==> src/rtl/cfglk_pkg.sv <==
package cfglk_pkg;
  typedef enum logic [1:0] {
    ST_IDLE   = 2'd0,
    ST_GOT1   = 2'd1,
    ST_GOT2   = 2'd2,
    ST_LOCKED = 2'd3
  } seq_state_e;
endpackage

==> src/rtl/cfglk_rst_sync.sv <==
module cfglk_rst_sync (
  input  logic clk,
  input  logic rst_n,
  output logic rst_n_sync
);
  logic [1:0] sync_q;

  always_ff @(posedge clk or negedge rst_n) begin
    if (!rst_n) sync_q <= 2'b00;
    else        sync_q <= {sync_q[0], 1'b1};
  end

  assign rst_n_sync = sync_q[1];
endmodule

==> src/rtl/cfglk_key_fsm.sv <==
module cfglk_key_fsm
  import cfglk_pkg::*;
#(
  parameter int NPINS  = 16,
  parameter int DATA_W = 32
) (
  input  logic                clk,
  input  logic                rst_n,
  input  logic                wr,
  input  logic [DATA_W/8-1:0] be,
  input  logic [DATA_W-1:0]   wdata,
  output logic                key_active
);
  localparam int BE_W = DATA_W / 8;

  seq_state_e       state_q, state_n;
  logic [NPINS-1:0] cand_q, cand_n;
  logic             cand_en;
  logic             full_acc, key_bit, same_mask;

  assign full_acc  = (be == {BE_W{1'b1}});
  assign key_bit   = wdata[NPINS];
  assign same_mask = (wdata[NPINS-1:0] == cand_q);

  // Next-state logic
  always_comb begin
    state_n = state_q;
    cand_n  = cand_q;
    cand_en = 1'b0;
    if (wr) begin
      case (state_q)
        ST_IDLE: begin
          if (full_acc && key_bit) begin
            state_n = ST_GOT1;
            cand_n  = wdata[NPINS-1:0];
            cand_en = 1'b1;
          end
        end
        ST_GOT1: begin
          if (full_acc && key_bit) begin
            state_n = ST_GOT1;
            cand_n  = wdata[NPINS-1:0];
            cand_en = 1'b1;
          end else if (full_acc && !key_bit && same_mask) begin
            state_n = ST_GOT2;
          end else begin
            state_n = ST_IDLE;
          end
        end
        ST_GOT2: begin
          if (full_acc && key_bit && same_mask) begin
            state_n = ST_LOCKED;
          end else if (full_acc && key_bit) begin
            state_n = ST_GOT1;
            cand_n  = wdata[NPINS-1:0];
            cand_en = 1'b1;
          end else begin
            state_n = ST_IDLE;
          end
        end
        default: state_n = ST_LOCKED;
      endcase
    end
  end

  // Registers
  always_ff @(posedge clk or negedge rst_n) begin
    if (!rst_n) begin
      state_q <= ST_IDLE;
      cand_q  <= '0;
    end else begin
      state_q <= state_n;
      if (cand_en) cand_q <= cand_n;
    end
  end

  assign key_active = (state_q == ST_LOCKED);

  // the key flag never drops while out of reset
  assert_key_sticky_R8: assert property (@(posedge clk) disable iff (!rst_n)
    key_active |=> key_active);

  // the key only rises right after a full-word write with key bit 1
  assert_key_rise_R2: assert property (@(posedge clk) disable iff (!rst_n)
    $rose(key_active) |-> $past(wr && (be == {BE_W{1'b1}}) && wdata[NPINS]));

  // the second step is only reached with a matching mask
  assert_got2_match_R3: assert property (@(posedge clk) disable iff (!rst_n)
    $rose(state_q == ST_GOT2) |-> ($past(state_q) == ST_GOT1) &&
                                  $past(wdata[NPINS-1:0] == cand_q));

  // a partial access never moves the sequence forward
  assert_partial_no_adv_R5: assert property (@(posedge clk) disable iff (!rst_n)
    (wr && (be != {BE_W{1'b1}}) && (state_q != ST_LOCKED)) |=> (state_q == ST_IDLE));
endmodule

==> src/rtl/cfglk_mask_reg.sv <==
module cfglk_mask_reg #(
  parameter int NPINS  = 16,
  parameter int DATA_W = 32
) (
  input  logic                clk,
  input  logic                rst_n,
  input  logic                wr,
  input  logic [DATA_W/8-1:0] be,
  input  logic [DATA_W-1:0]   wdata,
  input  logic                key_active,
  output logic [NPINS-1:0]    lock_mask
);
  logic [NPINS-1:0] mask_q, mask_n, bit_en;

  // Per-bit enable from its byte lane, blocked once the key is active
  for (genvar i = 0; i < NPINS; i++) begin : g_bit
    localparam int LANE = i / 8;
    always_comb begin
      bit_en[i] = wr && !key_active && be[LANE];
      mask_n[i] = wdata[i];
    end
    always_ff @(posedge clk or negedge rst_n) begin
      if (!rst_n)         mask_q[i] <= 1'b0;
      else if (bit_en[i]) mask_q[i] <= mask_n[i];
    end
  end

  assign lock_mask = mask_q;

  // mask frozen while locked
  assert_mask_frozen_R8: assert property (@(posedge clk) disable iff (!rst_n)
    key_active |=> $stable(lock_mask));
endmodule

==> src/rtl/cfglk_field_filter.sv <==
module cfglk_field_filter #(
  parameter int NPINS = 16,
  parameter int FW    = 2
) (
  input  logic [NPINS-1:0]    lock_mask,
  input  logic [NPINS*FW-1:0] we_in,
  output logic [NPINS*FW-1:0] we_out
);
  for (genvar p = 0; p < NPINS; p++) begin : g_pin
    assign we_out[p*FW +: FW] = lock_mask[p] ? {FW{1'b0}} : we_in[p*FW +: FW];
  end
endmodule

==> src/rtl/cfglk_top.sv <==
module cfglk_top #(
  parameter int NPINS   = 16,
  parameter int DATA_W  = 32,
  parameter int MODE_W  = 2,
  parameter int OTYPE_W = 1,
  parameter int SPEED_W = 2,
  parameter int PULL_W  = 2,
  parameter int AF_W    = 4
) (
  input  logic                     clk,
  input  logic                     rst_n,
  input  logic                     lk_wr,
  input  logic [DATA_W/8-1:0]      lk_be,
  input  logic [DATA_W-1:0]        lk_wdata,
  output logic [DATA_W-1:0]        lk_rdata,
  output logic                     key_active,
  output logic [NPINS-1:0]         pin_lock,
  input  logic [NPINS*MODE_W-1:0]  mode_we_i,
  input  logic [NPINS*OTYPE_W-1:0] otype_we_i,
  input  logic [NPINS*SPEED_W-1:0] speed_we_i,
  input  logic [NPINS*PULL_W-1:0]  pull_we_i,
  input  logic [NPINS*AF_W-1:0]    af_we_i,
  output logic [NPINS*MODE_W-1:0]  mode_we_o,
  output logic [NPINS*OTYPE_W-1:0] otype_we_o,
  output logic [NPINS*SPEED_W-1:0] speed_we_o,
  output logic [NPINS*PULL_W-1:0]  pull_we_o,
  output logic [NPINS*AF_W-1:0]    af_we_o
);
  localparam int RSV_W = DATA_W - NPINS - 1;

  logic             rst_n_sync;
  logic             key_q;
  logic [NPINS-1:0] mask_q;

  cfglk_rst_sync u_rst_sync (
    .clk        (clk),
    .rst_n      (rst_n),
    .rst_n_sync (rst_n_sync)
  );

  cfglk_key_fsm #(.NPINS(NPINS), .DATA_W(DATA_W)) u_key_fsm (
    .clk        (clk),
    .rst_n      (rst_n_sync),
    .wr         (lk_wr),
    .be         (lk_be),
    .wdata      (lk_wdata),
    .key_active (key_q)
  );

  cfglk_mask_reg #(.NPINS(NPINS), .DATA_W(DATA_W)) u_mask_reg (
    .clk        (clk),
    .rst_n      (rst_n_sync),
    .wr         (lk_wr),
    .be         (lk_be),
    .wdata      (lk_wdata),
    .key_active (key_q),
    .lock_mask  (mask_q)
  );

  // Lock applies only once the key is latched
  assign pin_lock   = key_q ? mask_q : '0;
  assign key_active = key_q;
  assign lk_rdata   = {{RSV_W{1'b0}}, key_q, mask_q};

  cfglk_field_filter #(.NPINS(NPINS), .FW(MODE_W)) u_flt_mode (
    .lock_mask (pin_lock), .we_in (mode_we_i), .we_out (mode_we_o));
  cfglk_field_filter #(.NPINS(NPINS), .FW(OTYPE_W)) u_flt_otype (
    .lock_mask (pin_lock), .we_in (otype_we_i), .we_out (otype_we_o));
  cfglk_field_filter #(.NPINS(NPINS), .FW(SPEED_W)) u_flt_speed (
    .lock_mask (pin_lock), .we_in (speed_we_i), .we_out (speed_we_o));
  cfglk_field_filter #(.NPINS(NPINS), .FW(PULL_W)) u_flt_pull (
    .lock_mask (pin_lock), .we_in (pull_we_i), .we_out (pull_we_o));
  cfglk_field_filter #(.NPINS(NPINS), .FW(AF_W)) u_flt_af (
    .lock_mask (pin_lock), .we_in (af_we_i), .we_out (af_we_o));

  // reserved read bits stay zero
  assert_rsv_zero_R7: assert property (@(posedge clk) disable iff (!rst_n_sync)
    lk_rdata[DATA_W-1:NPINS+1] == '0);

  // no output-type enable escapes for a locked pin
  assert_otype_gate_R9: assert property (@(posedge clk) disable iff (!rst_n_sync)
    (otype_we_o & pin_lock) == '0);
endmodule

==> config.mk <==
export PLATFORM = sky130hd
export DESIGN_NAME = cfglk_top
export DESIGN_NICKNAME = d
export VERILOG_FILES = /design/src/rtl/cfglk_pkg.sv /design/src/rtl/cfglk_rst_sync.sv /design/src/rtl/cfglk_key_fsm.sv /design/src/rtl/cfglk_mask_reg.sv /design/src/rtl/cfglk_field_filter.sv /design/src/rtl/cfglk_top.sv
export SDC_FILE = /design/constraint.sdc
export NUM_CORES = 1
export LEC_CHECK = 0
export BUFFER_PORTS_ARGS = -buffer_cell sky130_fd_sc_hd__buf_2
export CORE_AREA = 2 2 172 174
export CTS_CLUSTER_DIAMETER = 50
export DETAILED_ROUTE_END_ITERATION = 8
export DIE_AREA = 0 0 174 176
export GPL_TIMING_DRIVEN = 1
export PLACE_DENSITY_LB_ADDON = 0.3
export SLEW_MARGIN = 20
export SYNTH_ARGS = -nofsm -noshare
export SYNTH_HDL_FRONTEND = slang
export SYNTH_HIERARCHICAL = 1
export SYNTH_SLANG_ARGS = --single-unit
==> constraint.sdc <==
create_clock -name clk -period 2.05 [get_ports clk]
set_clock_uncertainty 0.1 [all_clocks]
set_input_delay 0 -clock clk [delete_from_list [all_inputs] [get_ports clk]]
set_output_delay 0 -clock clk [all_outputs]
set_load 0.02 [all_outputs]
==> reports/qor.txt, run 1 <==
Layout net count - 1,027
Part of the Yosys area used for sequential elements - 0.264
Remaining DRCs - 0
Clock-pin slew on the worst setup and hold paths - 0.07 ns
Max Fanout on Critical Path - 20
Fmax - 516 MHz
Final Hold Fails - 0
Number of cells produced by synthesis - 372
Avg Synthesized Cell Area - 9.18 um2
Core footprint - 0.0285 mm2
Detailed placement HPWL - 12,200 um
Synth warn - 6
Effective utilization at floorplan - 0.120
Clk root buf - sky130_fd_sc_hd__clkbuf_16
Worst min-delay path class - reg2async
Final Worst Setup Slack - 0.110 ns
Clock latency of the later-clocked register in the worst-skew pair - 0.30 ns
Number of failing setup endpoints in the final timing report - 0
Global-route wire length before repair - 21,500 um
Std-Cell Rows - 62
Wire length on met1 - 6270 um
PwrDens - 486 mW/mm2
Number of vias per cell after detailed routing - 3.40
Clock Path Buffers - 2
Antenna diodes - 0
Detailed-routed wire length on met2 - 7650 um
Number of antenna violations at the first check in global routing - 0
Critical path class - reg2out
Data required time at the worst endpoint - 1.95 ns
Synthesis-stage register bit count - 36
Number of maximum-capacitance violations - 0
Final Util - 0.221
# placed instances - 1,164
Post-detailed-routing wire length - 15,100 um
Congestion Overflow GR - 0
Total Die Area - 0.0306 mm2
Total clock buffers created by CTS - 5
Drt first-iter violations - 106
WP data arrival - 1.84 ns
Die span in y - 176 um
H-tree Lvls - 2
Max-slew violation count - 0
Detailed-route via count - 4,074
Static leakage power - 3.41 nW
Met3 WL - 996 um
Commonest non-fill, non-tap cell in the layout - sky130_fd_sc_hd__buf_2
RSZ-0062 raised after global routing - true
Final critical delay including setup and external delays - 1.94 ns
Outcome - completed
Iteration count of the initial detailed-routing pass - 4
Slew HR - 0.527
Synthesized area - 0.00342 mm2
Largest net degree at the start of global routing - 30
Layout overhead on the synthesized area - 84.9%
Count of buffers from port buffering - 409
Total routing resource utilization after global routing - 0.0910
Final period util - 0.946
Fill count - 3,215
Gpl congestion - 0.739
Slew of the pin with the lowest slew margin - 0.709 ns
Clock tree from TritonCTS - done
Synth unique cells - 27
Non-filler cells in the finished layout - 1,197
Peak supply drop - 0.216 mV
Post-place setup slack - 0.227 ns
Horiz. Die Dim - 174 um
Commonest cells after routing, fill and taps aside - sky130_fd_sc_hd__buf_2, sky130_fd_sc_hd__nor2b_1, sky130_fd_sc_hd__and2b_2
Via count of the first global-routing pass - 3,924
Kind of start point of the critical path - flip-flop
Routed length per placed instance - 12.6 um
Top sig layer - met4
# clock sinks - 36
Crit path capture type - primary output
Number of primary I/O pins - 440
DRT antenna net count - 0
Proportion of layout cells with a drive suffix above 1 - 0.667
## worst paths after layout
path | cells after the start | slack, ns | start | to
worst max-delay path | 5 | 0.11 | u_key_fsm/state_q[1]$_DFFE_PN0P_ | af_we_o[15]
min in group clk | 4 | 0.07 | lk_wr | u_key_fsm/state_q[1]$_DFFE_PN0P_
worst min register to register | 0 | 0.005 | u_rst_sync/sync_q[1]$_DFF_PN0_ | u_mask_reg/lock_mask[3]$_DFFE_PN0P_
worst min-delay path | 0 | 0.005 | u_rst_sync/sync_q[1]$_DFF_PN0_ | u_mask_reg/lock_mask[3]$_DFFE_PN0P_
worst max register to register | 4 | 0.46 | u_key_fsm/state_q[1]$_DFFE_PN0P_ | u_mask_reg/lock_mask[2]$_DFFE_PN0P_
max in group asynchronous | 1 | 1.17 | u_rst_sync/sync_q[1]$_DFF_PN0_ | u_key_fsm/cand_q[13]$_DFFE_PN0P_
## Yosys cell counts
library cell / n / share of area
sky130_fd_sc_hd__or2_1: 1 / 0.0018
sky130_fd_sc_hd__conb_1: 2 / 0.0022
sky130_fd_sc_hd__nand3b_4: 2 / 0.012
sky130_fd_sc_hd__nand2_1: 2 / 0.0022
sky130_fd_sc_hd__nand4_1: 2 / 0.0037
sky130_fd_sc_hd__o31ai_1: 1 / 0.0022
sky130_fd_sc_hd__inv_1: 17 / 0.019
sky130_fd_sc_hd__o211ai_1: 16 / 0.035
sky130_fd_sc_hd__nor4_1: 4 / 0.0073
sky130_fd_sc_hd__nand3_1: 16 / 0.023
sky130_fd_sc_hd__buf_6: 4 / 0.013
sky130_fd_sc_hd__a21oi_1: 1 / 0.0015
sky130_fd_sc_hd__nor3b_2: 1 / 0.0037
sky130_fd_sc_hd__and2_1: 5 / 0.0092
sky130_fd_sc_hd__xor2_1: 16 / 0.041
sky130_fd_sc_hd__o21ai_0: 18 / 0.026
sky130_fd_sc_hd__mux2_2: 16 / 0.053
sky130_fd_sc_hd__and4_1: 1 / 0.0026
sky130_fd_sc_hd__dfrtp_1: 36 / 0.26
sky130_fd_sc_hd__and2_2: 12 / 0.026
sky130_fd_sc_hd__nor2b_1: 96 / 0.18
sky130_fd_sc_hd__buf_4: 16 / 0.035
sky130_fd_sc_hd__nor2b_4: 16 / 0.064
sky130_fd_sc_hd__nand3_4: 1 / 0.0051
sky130_fd_sc_hd__clkbuf_1: 5 / 0.0055
sky130_fd_sc_hd__nor2_1: 1 / 0.0011
sky130_fd_sc_hd__and2b_2: 64 / 0.16
## state kept, by name, summed over array words and instances, names as in the netlist
signal,count
u_key_fsm/cand_q,16
u_key_fsm/state_q,2
u_rst_sync/sync_q,2
u_mask_reg/lock_mask,16
## per-layer routing
layer | track usage | vias to the layer above
li1 | - | 2055
met1 | 0.109 | 1812
met2 | 0.165 | 199
met3 | 0.0185 | 8
met4 | 0.0252 | 0
met5 | 0 | -
## through the flow
| step | instance area (um2) | setup TNS [ns] | hold slack [ns] | power (mW) |
|---|---|---|---|---|
| after floorplan | 3470 | 0 | -0.396 | 1.65 |
| after CTS | 6300 | 0 | 0.0178 | 3.15 |
| after global routing | 6320 | -0.00747 | 0.0261 | 3.27 |
| after global placement | 5900 | 0 | -0.312 | 2.14 |
| final | 6320 | 0 | 0.00466 | 3.07 |
| after detailed placement | 5900 | 0 | -0.307 | 2.15 |
## worst max-delay path, cell delays in order (launching register included)
cell	delay (ns)
sky130_fd_sc_hd__dfrtp_1	0.41
sky130_fd_sc_hd__and2_4	0.24
sky130_fd_sc_hd__buf_12	0.18
sky130_fd_sc_hd__and2_2	0.30
sky130_fd_sc_hd__and2b_2	0.25
sky130_fd_sc_hd__buf_2	0.15
## final cells by class
type	count	area [um2]	share of cell area
timing repair buffer	444	2380	0.377
sequential	36	902	0.143
inverter	17	63.8	0.0101
multi-input combinational	308	2330	0.368
tap	384	480	0.0761
clock buffer	6	129	0.0204
clock inverter	2	35.0	0.00555
## what timing repair did
item / in CTS / in global routing
endpoints found under the hold margin: 35 / 0
hold buffers: 23 / 0
setup buffers: 0 / 2
setup endpoints to repair: 48 / 38
resized for setup: 1 / 4
## power by group
part,internal [mW],switching (mW)
Combinational,0.559,0.659
Clock,0.574,0.348
Sequential,0.843,0.0880
## cells by family after synthesis
group                  count (synthesis)  share of synthesized area
XOR/XNOR                              16                     0.0410
AO/OA/AOI/OAI                         36                     0.0652
buffers and inverters                 42                     0.0725
other                                  2                    0.00220
AND/OR/NAND/NOR                      224                      0.503
multiplexers                          16                     0.0527
flip-flops                            36                      0.264
Power figures use the tool's default switching activity.
==> inputs of run 2 (changes only) <==
Settings changed: ABC_AREA from default to 1, CORE_AREA 2 2 172 174 to 2 2 169 171, DIE_AREA 0 0 174 176 to 0 0 171 173.
==> reports/qor.txt, run 2 <==
Iteration count of the initial detailed-routing pass - 5
Layout net count - 1,293
Clk root buf - sky130_fd_sc_hd__clkbuf_16
Number of vias per cell after detailed routing - 3.37
Synthesis-stage register bit count - 36
# clock sinks - 36
Maximum cell stage delay along the critical path - 0.44 ns
Main combinational cell family by area after synthesis - simple AND/OR/NAND/NOR gates
Share of the synthesized area in compound gates (AO/OA/AOI/OAI) - 0.0392
Routed length per placed instance - 11.5 um
Die span in y - 173 um
Critical path class - reg2out
Detailed placement HPWL - 14,100 um
Post-detailed-routing wire length - 16,800 um
Fraction of post-synthesis cell area in the top cell type by area - 0.250
DRT antenna net count - 0
Non-filler cells in the finished layout - 1,457
Leading post-synthesis cells by instance count - sky130_fd_sc_hd__inv_1, sky130_fd_sc_hd__nor2_1, sky130_fd_sc_hd__nand2_1
Chain of cells forming the critical path - nand2_1 -> inv_1 -> buf_12 -> nand2_1 -> clkinvlp_4 -> nor2_2 -> buf_2
Clock-pin slew on the worst setup and hold paths - 0.06 ns
Area share of fa/ha/maj cells after synthesis - 0
Startpoint of the most critical hold path - lk_be[1]
Layout overhead on the synthesized area - 78.9%
Number of cells traversed by the worst register-to-register path - 10
Number of cells produced by synthesis - 646
Dominant cell by count in the synthesized netlist - sky130_fd_sc_hd__inv_1
Synth warn - 6
Startpoint of the lowest-slack register-to-register path - u_key_fsm/cand_q[2]$_DFFE_PN0P_
Fmax - 523 MHz
Post-route design area - 0.00645 mm2
Static leakage power - 4.32 nW
Remaining DRCs - 0
Antenna diodes - 0
PwrDens - 459 mW/mm2
Share of async-settable or async-resettable flops after synthesis - 1.00
Proportion of layout cells with a drive suffix above 1 - 0.458
# placed instances - 1,426
Count of flip-flops with a built-in enable after synthesis - 0
Via count of the first global-routing pass - 4,337
Total Die Area - 0.0296 mm2
Post-synthesis mux area share - 0
Final Hold Fails - 0
Dominant cell type by area after synthesis - sky130_fd_sc_hd__dfrtp_1
Post-layout power - 2.96 mW
Count of buffers from port buffering - 409
Slack of the worst reg-to-reg path - 0.28 ns
Gpl congestion - 0.854
Clock Path Buffers - 2
Data required time at the worst endpoint - 1.95 ns
Critical path's most frequent cell - sky130_fd_sc_hd__nand2_1
Avg Synthesized Cell Area - 5.58 um2
Number of cells on the worst hold path - 3
Peak supply drop - 0.311 mV
Placed Instance Area - 0.00598 mm2
Most instantiated flip-flop cell in the synthesis netlist - sky130_fd_sc_hd__dfrtp_1
Global-route wire length before repair - 24,100 um
Horiz. Die Dim - 171 um
Commonest cells after routing, fill and taps aside - sky130_fd_sc_hd__buf_2, sky130_fd_sc_hd__inv_1, sky130_fd_sc_hd__nor2_1
Outcome - completed
Drt first-iter violations - 280
Effective utilization at floorplan - 0.131
Cell with the largest stage delay on the worst path - sky130_fd_sc_hd__dfrtp_1
Synth unique cells - 24
H-tree Lvls - 2
Xor-xnor portion of the synthesized cell area - 0.00243
Clock latency of the later-clocked register in the worst-skew pair - 0.28 ns
Worst flop-to-flop path endpoint - u_key_fsm/cand_q[11]$_DFFE_PN0P_
Simple-gate share of the synthesized area - 0.400
Top cells by area, synth - sky130_fd_sc_hd__dfrtp_1, sky130_fd_sc_hd__inv_1, sky130_fd_sc_hd__nor2_1, sky130_fd_sc_hd__nand2_1, sky130_fd_sc_hd__o21ai_2
Worst min-delay path class - in2reg
Congestion Overflow GR - 0
Crit path capture type - primary output
Endpoint of the worst hold-timing path - u_mask_reg/lock_mask[9]$_DFFE_PN0P_
Detailed-route via count - 4,908
Total routing resource utilization after global routing - 0.104
Clock tree from TritonCTS - done
Number of primary I/O pins - 440
Core footprint - 0.0276 mm2
Part of the Yosys area used for sequential elements - 0.250
Commonest non-fill, non-tap cell in the layout - sky130_fd_sc_hd__buf_2
Number of antenna violations at the first check in global routing - 1
Final critical delay including setup and external delays - 1.91 ns
Max-slew violation count - 0
Max Fanout on Critical Path - 17
Number of failing setup endpoints in the final timing report - 0
Number of maximum-capacitance violations - 0
Std-Cell Rows - 61
Summed negative setup slack over all endpoints - 0 ns
Largest net degree at the start of global routing - 35
WP data arrival - 1.81 ns
Kind of start point of the critical path - flip-flop
Total clock buffers created by CTS - 5
Synthesized area - 0.00361 mm2
Final period util - 0.933
run 2: cell count changes after synthesis, sizes merged, moves of 17 or more:
cell   before  now
nor2b     112    0
nor2        1  190
and2       17    0
and2b      64    0
nand2       2  120
inv        17  227
run 2: worst max-delay path by stage:
stage                                startpoint                         endpoint  slack (ns)  cells past startpoint
2_1_floorplan  u_key_fsm/state_q[1]$_DFFE_PN0P_                      af_we_o[24]        0.27                      7
3_3_place_gp    u_key_fsm/cand_q[0]$_DFFE_PN0P_  u_key_fsm/cand_q[8]$_DFFE_PN0P_        0.29                     10
3_5_place_dp    u_key_fsm/cand_q[0]$_DFFE_PN0P_  u_key_fsm/cand_q[6]$_DFFE_PN0P_        0.26                     10
4_1_cts        u_key_fsm/state_q[1]$_DFFE_PN0P_                    pull_we_o[13]        0.02                      7
5_1_grt        u_key_fsm/state_q[1]$_DFFE_PN0P_                       af_we_o[9]      -0.003                      7
6_report       u_key_fsm/state_q[1]$_DFFE_PN0P_                    mode_we_o[17]        0.14                      7
run 2: through the flow:
stage           util  hold WS, ns  setup WS, ns
2_1_floorplan      -       -0.396         0.265
3_3_place_gp   0.216       -0.313         0.293
3_5_place_dp   0.216       -0.312         0.260
4_1_cts        0.229      0.00411        0.0174
5_1_grt        0.234       0.0272      -0.00343
6_report       0.234       0.0132         0.136
run 2: layout make-up:
type                    count  area [um2]
fillers                  3184       21200
repair buffers            436        2330
multi-input cells         371        1670
inverters                 227         907
flip-flops and latches     36         901
well taps                 378         473
clock buffers               6         129
clock inverters             2        35.0
repair inverters            1        7.51
run 2: power by group:
| group | internal (mW) | switching (mW) |
|---|---|---|
| Clock | 0.572 | 0.289 |
| Combinational | 0.469 | 0.727 |
| Sequential | 0.813 | 0.0923 |
run 2: timing repair:
item                                    4_1_cts  5_1_grt
endpoints found under the hold margin        36        0
endpoints found under the setup margin        0       74
setup buffers                                 0        3
gates resized for setup                       0       20
hold buffers                                 19        0
run 2: routing by layer:
metal | global-route usage | up-vias | share of wire
met2 | 0.191 | 177 | 0.50
met5 | 0 | - | 0.00077
met4 | 0.0201 | 2 | 0.010
met3 | 0.00984 | 14 | 0.049
li1 | - | 2604 | -
met1 | 0.130 | 2111 | 0.44
run 2: kinds of logic after synthesis:
logic type / Yosys count
other: 2
buffers and inverters: 253
xor gates and xnor gates: 1
DFF: 36
and+or+nand+nor: 337
AOI/OAI and AO/OA: 17
run 2: critical path, delay by kind of cell, from the launching register on:
| family | cells | cell delay, ns |
|---|---|---|
| buf+inv | 4 | 0.66 |
| simple gates | 3 | 0.42 |
| flops | 1 | 0.44 |
==> inputs of run 3 (changes only) <==
Clock period 2.05 ns to 1.8 ns, I/O delays scaled along.
==> reports/qor.txt, run 3 (same netlist as run 2, synthesis figures left out) <==
Outcome - completed
Clock Path Buffers - 2
Crit path capture type - primary output
RSZ-0062 raised after global routing - true
Clock-pin slew on the worst setup and hold paths - 0.06 ns
Static leakage power - 4.51 nW
Critical path class - reg2out
Worst hold slack - 0.0845 ns
Final critical delay including setup and external delays - 1.77 ns
Std-Cell Rows - 61
Fmax - 564 MHz
Placed Instance Area - 0.00606 mm2
Detailed placement HPWL - 14,400 um
Max Fanout on Critical Path - 17
# placed instances - 1,435
Final Hold Fails - 0
Via count of the first global-routing pass - 4,471
Clock tree from TritonCTS - done
Data required time at the worst endpoint - 1.70 ns
Detailed-route via count - 5,044
Detailed-routed wire length on met2 - 8950 um
Final Worst Setup Slack - 0.0282 ns
Clock latency of the later-clocked register in the worst-skew pair - 0.28 ns
Post-detailed-routing wire length - 17,800 um
Global-route wire length before repair - 25,100 um
Chain of cells forming the critical path - nand2_1 -> inv_1 -> buf_12 -> nand2_2 -> clkinvlp_4 -> nor2_1 -> buf_2
Peak supply drop - 0.339 mV
Die span in y - 173 um
Maximum cell stage delay along the critical path - 0.38 ns
Kind of start point of the critical path - flip-flop
Remaining DRCs - 0
Layout net count - 1,313
Total clock buffers created by CTS - 5
Routed length per placed instance - 12.0 um
Number of antenna violations at the first check in global routing - 1
Layout overhead on the synthesized area - 86.9%
Largest net degree at the start of global routing - 35
Final period util - 0.984
Number of maximum-capacitance violations - 0
Iteration count of the initial detailed-routing pass - 4
Drt first-iter violations - 245
Number of failing setup endpoints in the final timing report - 0
Commonest cells after routing, fill and taps aside - sky130_fd_sc_hd__buf_2, sky130_fd_sc_hd__inv_1, sky130_fd_sc_hd__nor2_1
Proportion of layout cells with a drive suffix above 1 - 0.477
Horiz. Die Dim - 171 um
Effective utilization at floorplan - 0.131
Number of vias per cell after detailed routing - 3.41
Max-slew violation count - 0
# clock sinks - 36
Congestion Overflow GR - 0
Gpl congestion - 0.830
Clk root buf - sky130_fd_sc_hd__clkbuf_16
Wire length on met1 - 7750 um
Commonest non-fill, non-tap cell in the layout - sky130_fd_sc_hd__buf_2
Post-place setup slack - 0.160 ns
Number of primary I/O pins - 440
Total Die Area - 0.0296 mm2
Top sig layer - met5
PwrDens - 507 mW/mm2
Non-filler cells in the finished layout - 1,478
Count of buffers from port buffering - 409
DRT antenna net count - 0
Worst min-delay path class - in2reg
Total routing resource utilization after global routing - 0.108
WP data arrival - 1.67 ns
Cell with the largest stage delay on the worst path - sky130_fd_sc_hd__dfrtp_1
H-tree Lvls - 2
Post-route design area - 0.00674 mm2
Met3 WL - 938 um
Core footprint - 0.0276 mm2
run 3: metrics by stage:
step / total power, mW / utilization / setup TNS, ns
6_report: 3.42 / 0.244 / 0
5_1_grt: 3.65 / 0.244 / -0.150
4_1_cts: 3.45 / 0.237 / -0.315
3_5_place_dp: 2.39 / 0.219 / 0
3_3_place_gp: 2.38 / 0.219 / 0
2_1_floorplan: 1.83 / - / 0
run 3: repair_timing:
| item | 4_1_cts | 5_1_grt |
|---|---|---|
| hold buffers | 19 | 0 |
| endpoints found under the setup margin | 96 | 181 |
| setup buffers | 2 | 2 |
| hold endpoints to repair | 36 | 0 |
| cloned | 5 | 6 |
| resized for setup | 30 | 42 |
| pin swaps | 8 | 5 |
run 3: area by class of cell:
| type | instances | area [um2] |
|---|---|---|
| Antenna cell | 1 | 2.50 |
| Clock buffer | 6 | 129 |
| Clock inverter | 2 | 35.0 |
| Fill cell | 3224 | 20900 |
| Inverter | 227 | 896 |
| Multi-Input combinational cell | 371 | 1730 |
| Sequential cell | 36 | 901 |
| Tap cell | 378 | 473 |
| Timing Repair Buffer | 447 | 2500 |
| Timing Repair inverter | 10 | 75.1 |
run 3: report_power, final:
part | leakage [nW] | internal, mW | switching (mW)
Clock | 0.0808 | 0.651 | 0.337
Sequential | 0.457 | 0.926 | 0.113
Combinational | 3.97 | 0.558 | 0.832
Total | 4.51 | 2.14 | 1.28
run 3: worst paths after layout:
kind / from / endpoint / slack, ns / cells after the start
setup reg to reg: u_key_fsm/cand_q[0]$_DFFE_PN0P_ / u_key_fsm/cand_q[4]$_DFFE_PN0P_ / 0.21 / 10
max in group asynchronous: rst_n / u_rst_sync/sync_q[1]$_DFF_PN0_ / 1.02 / 3
hold / removal: lk_be[0] / u_mask_reg/lock_mask[2]$_DFFE_PN0P_ / 0.08 / 4
setup / recovery: u_key_fsm/state_q[0]$_DFFE_PN0P_ / af_we_o[4] / 0.03 / 7
min in group asynchronous: u_rst_sync/sync_q[1]$_DFF_PN0_ / u_mask_reg/lock_mask[9]$_DFFE_PN0P_ / 0.18 / 1
hold reg to reg: u_rst_sync/sync_q[1]$_DFF_PN0_ / u_mask_reg/lock_mask[9]$_DFFE_PN0P_ / 0.18 / 1
run 3: critical path, delay by kind of cell (launching register included):
family        cells  cell delay, ns
simple gates      3            0.39
buf+inv           4            0.63
flops             1            0.38
run 3: layer usage:
layer	vias to the layer above	GRT usage
li1	2648	-
met1	2211	0.140
met2	172	0.193
met3	11	0.0110
met4	2	0.0191
met5	-	0
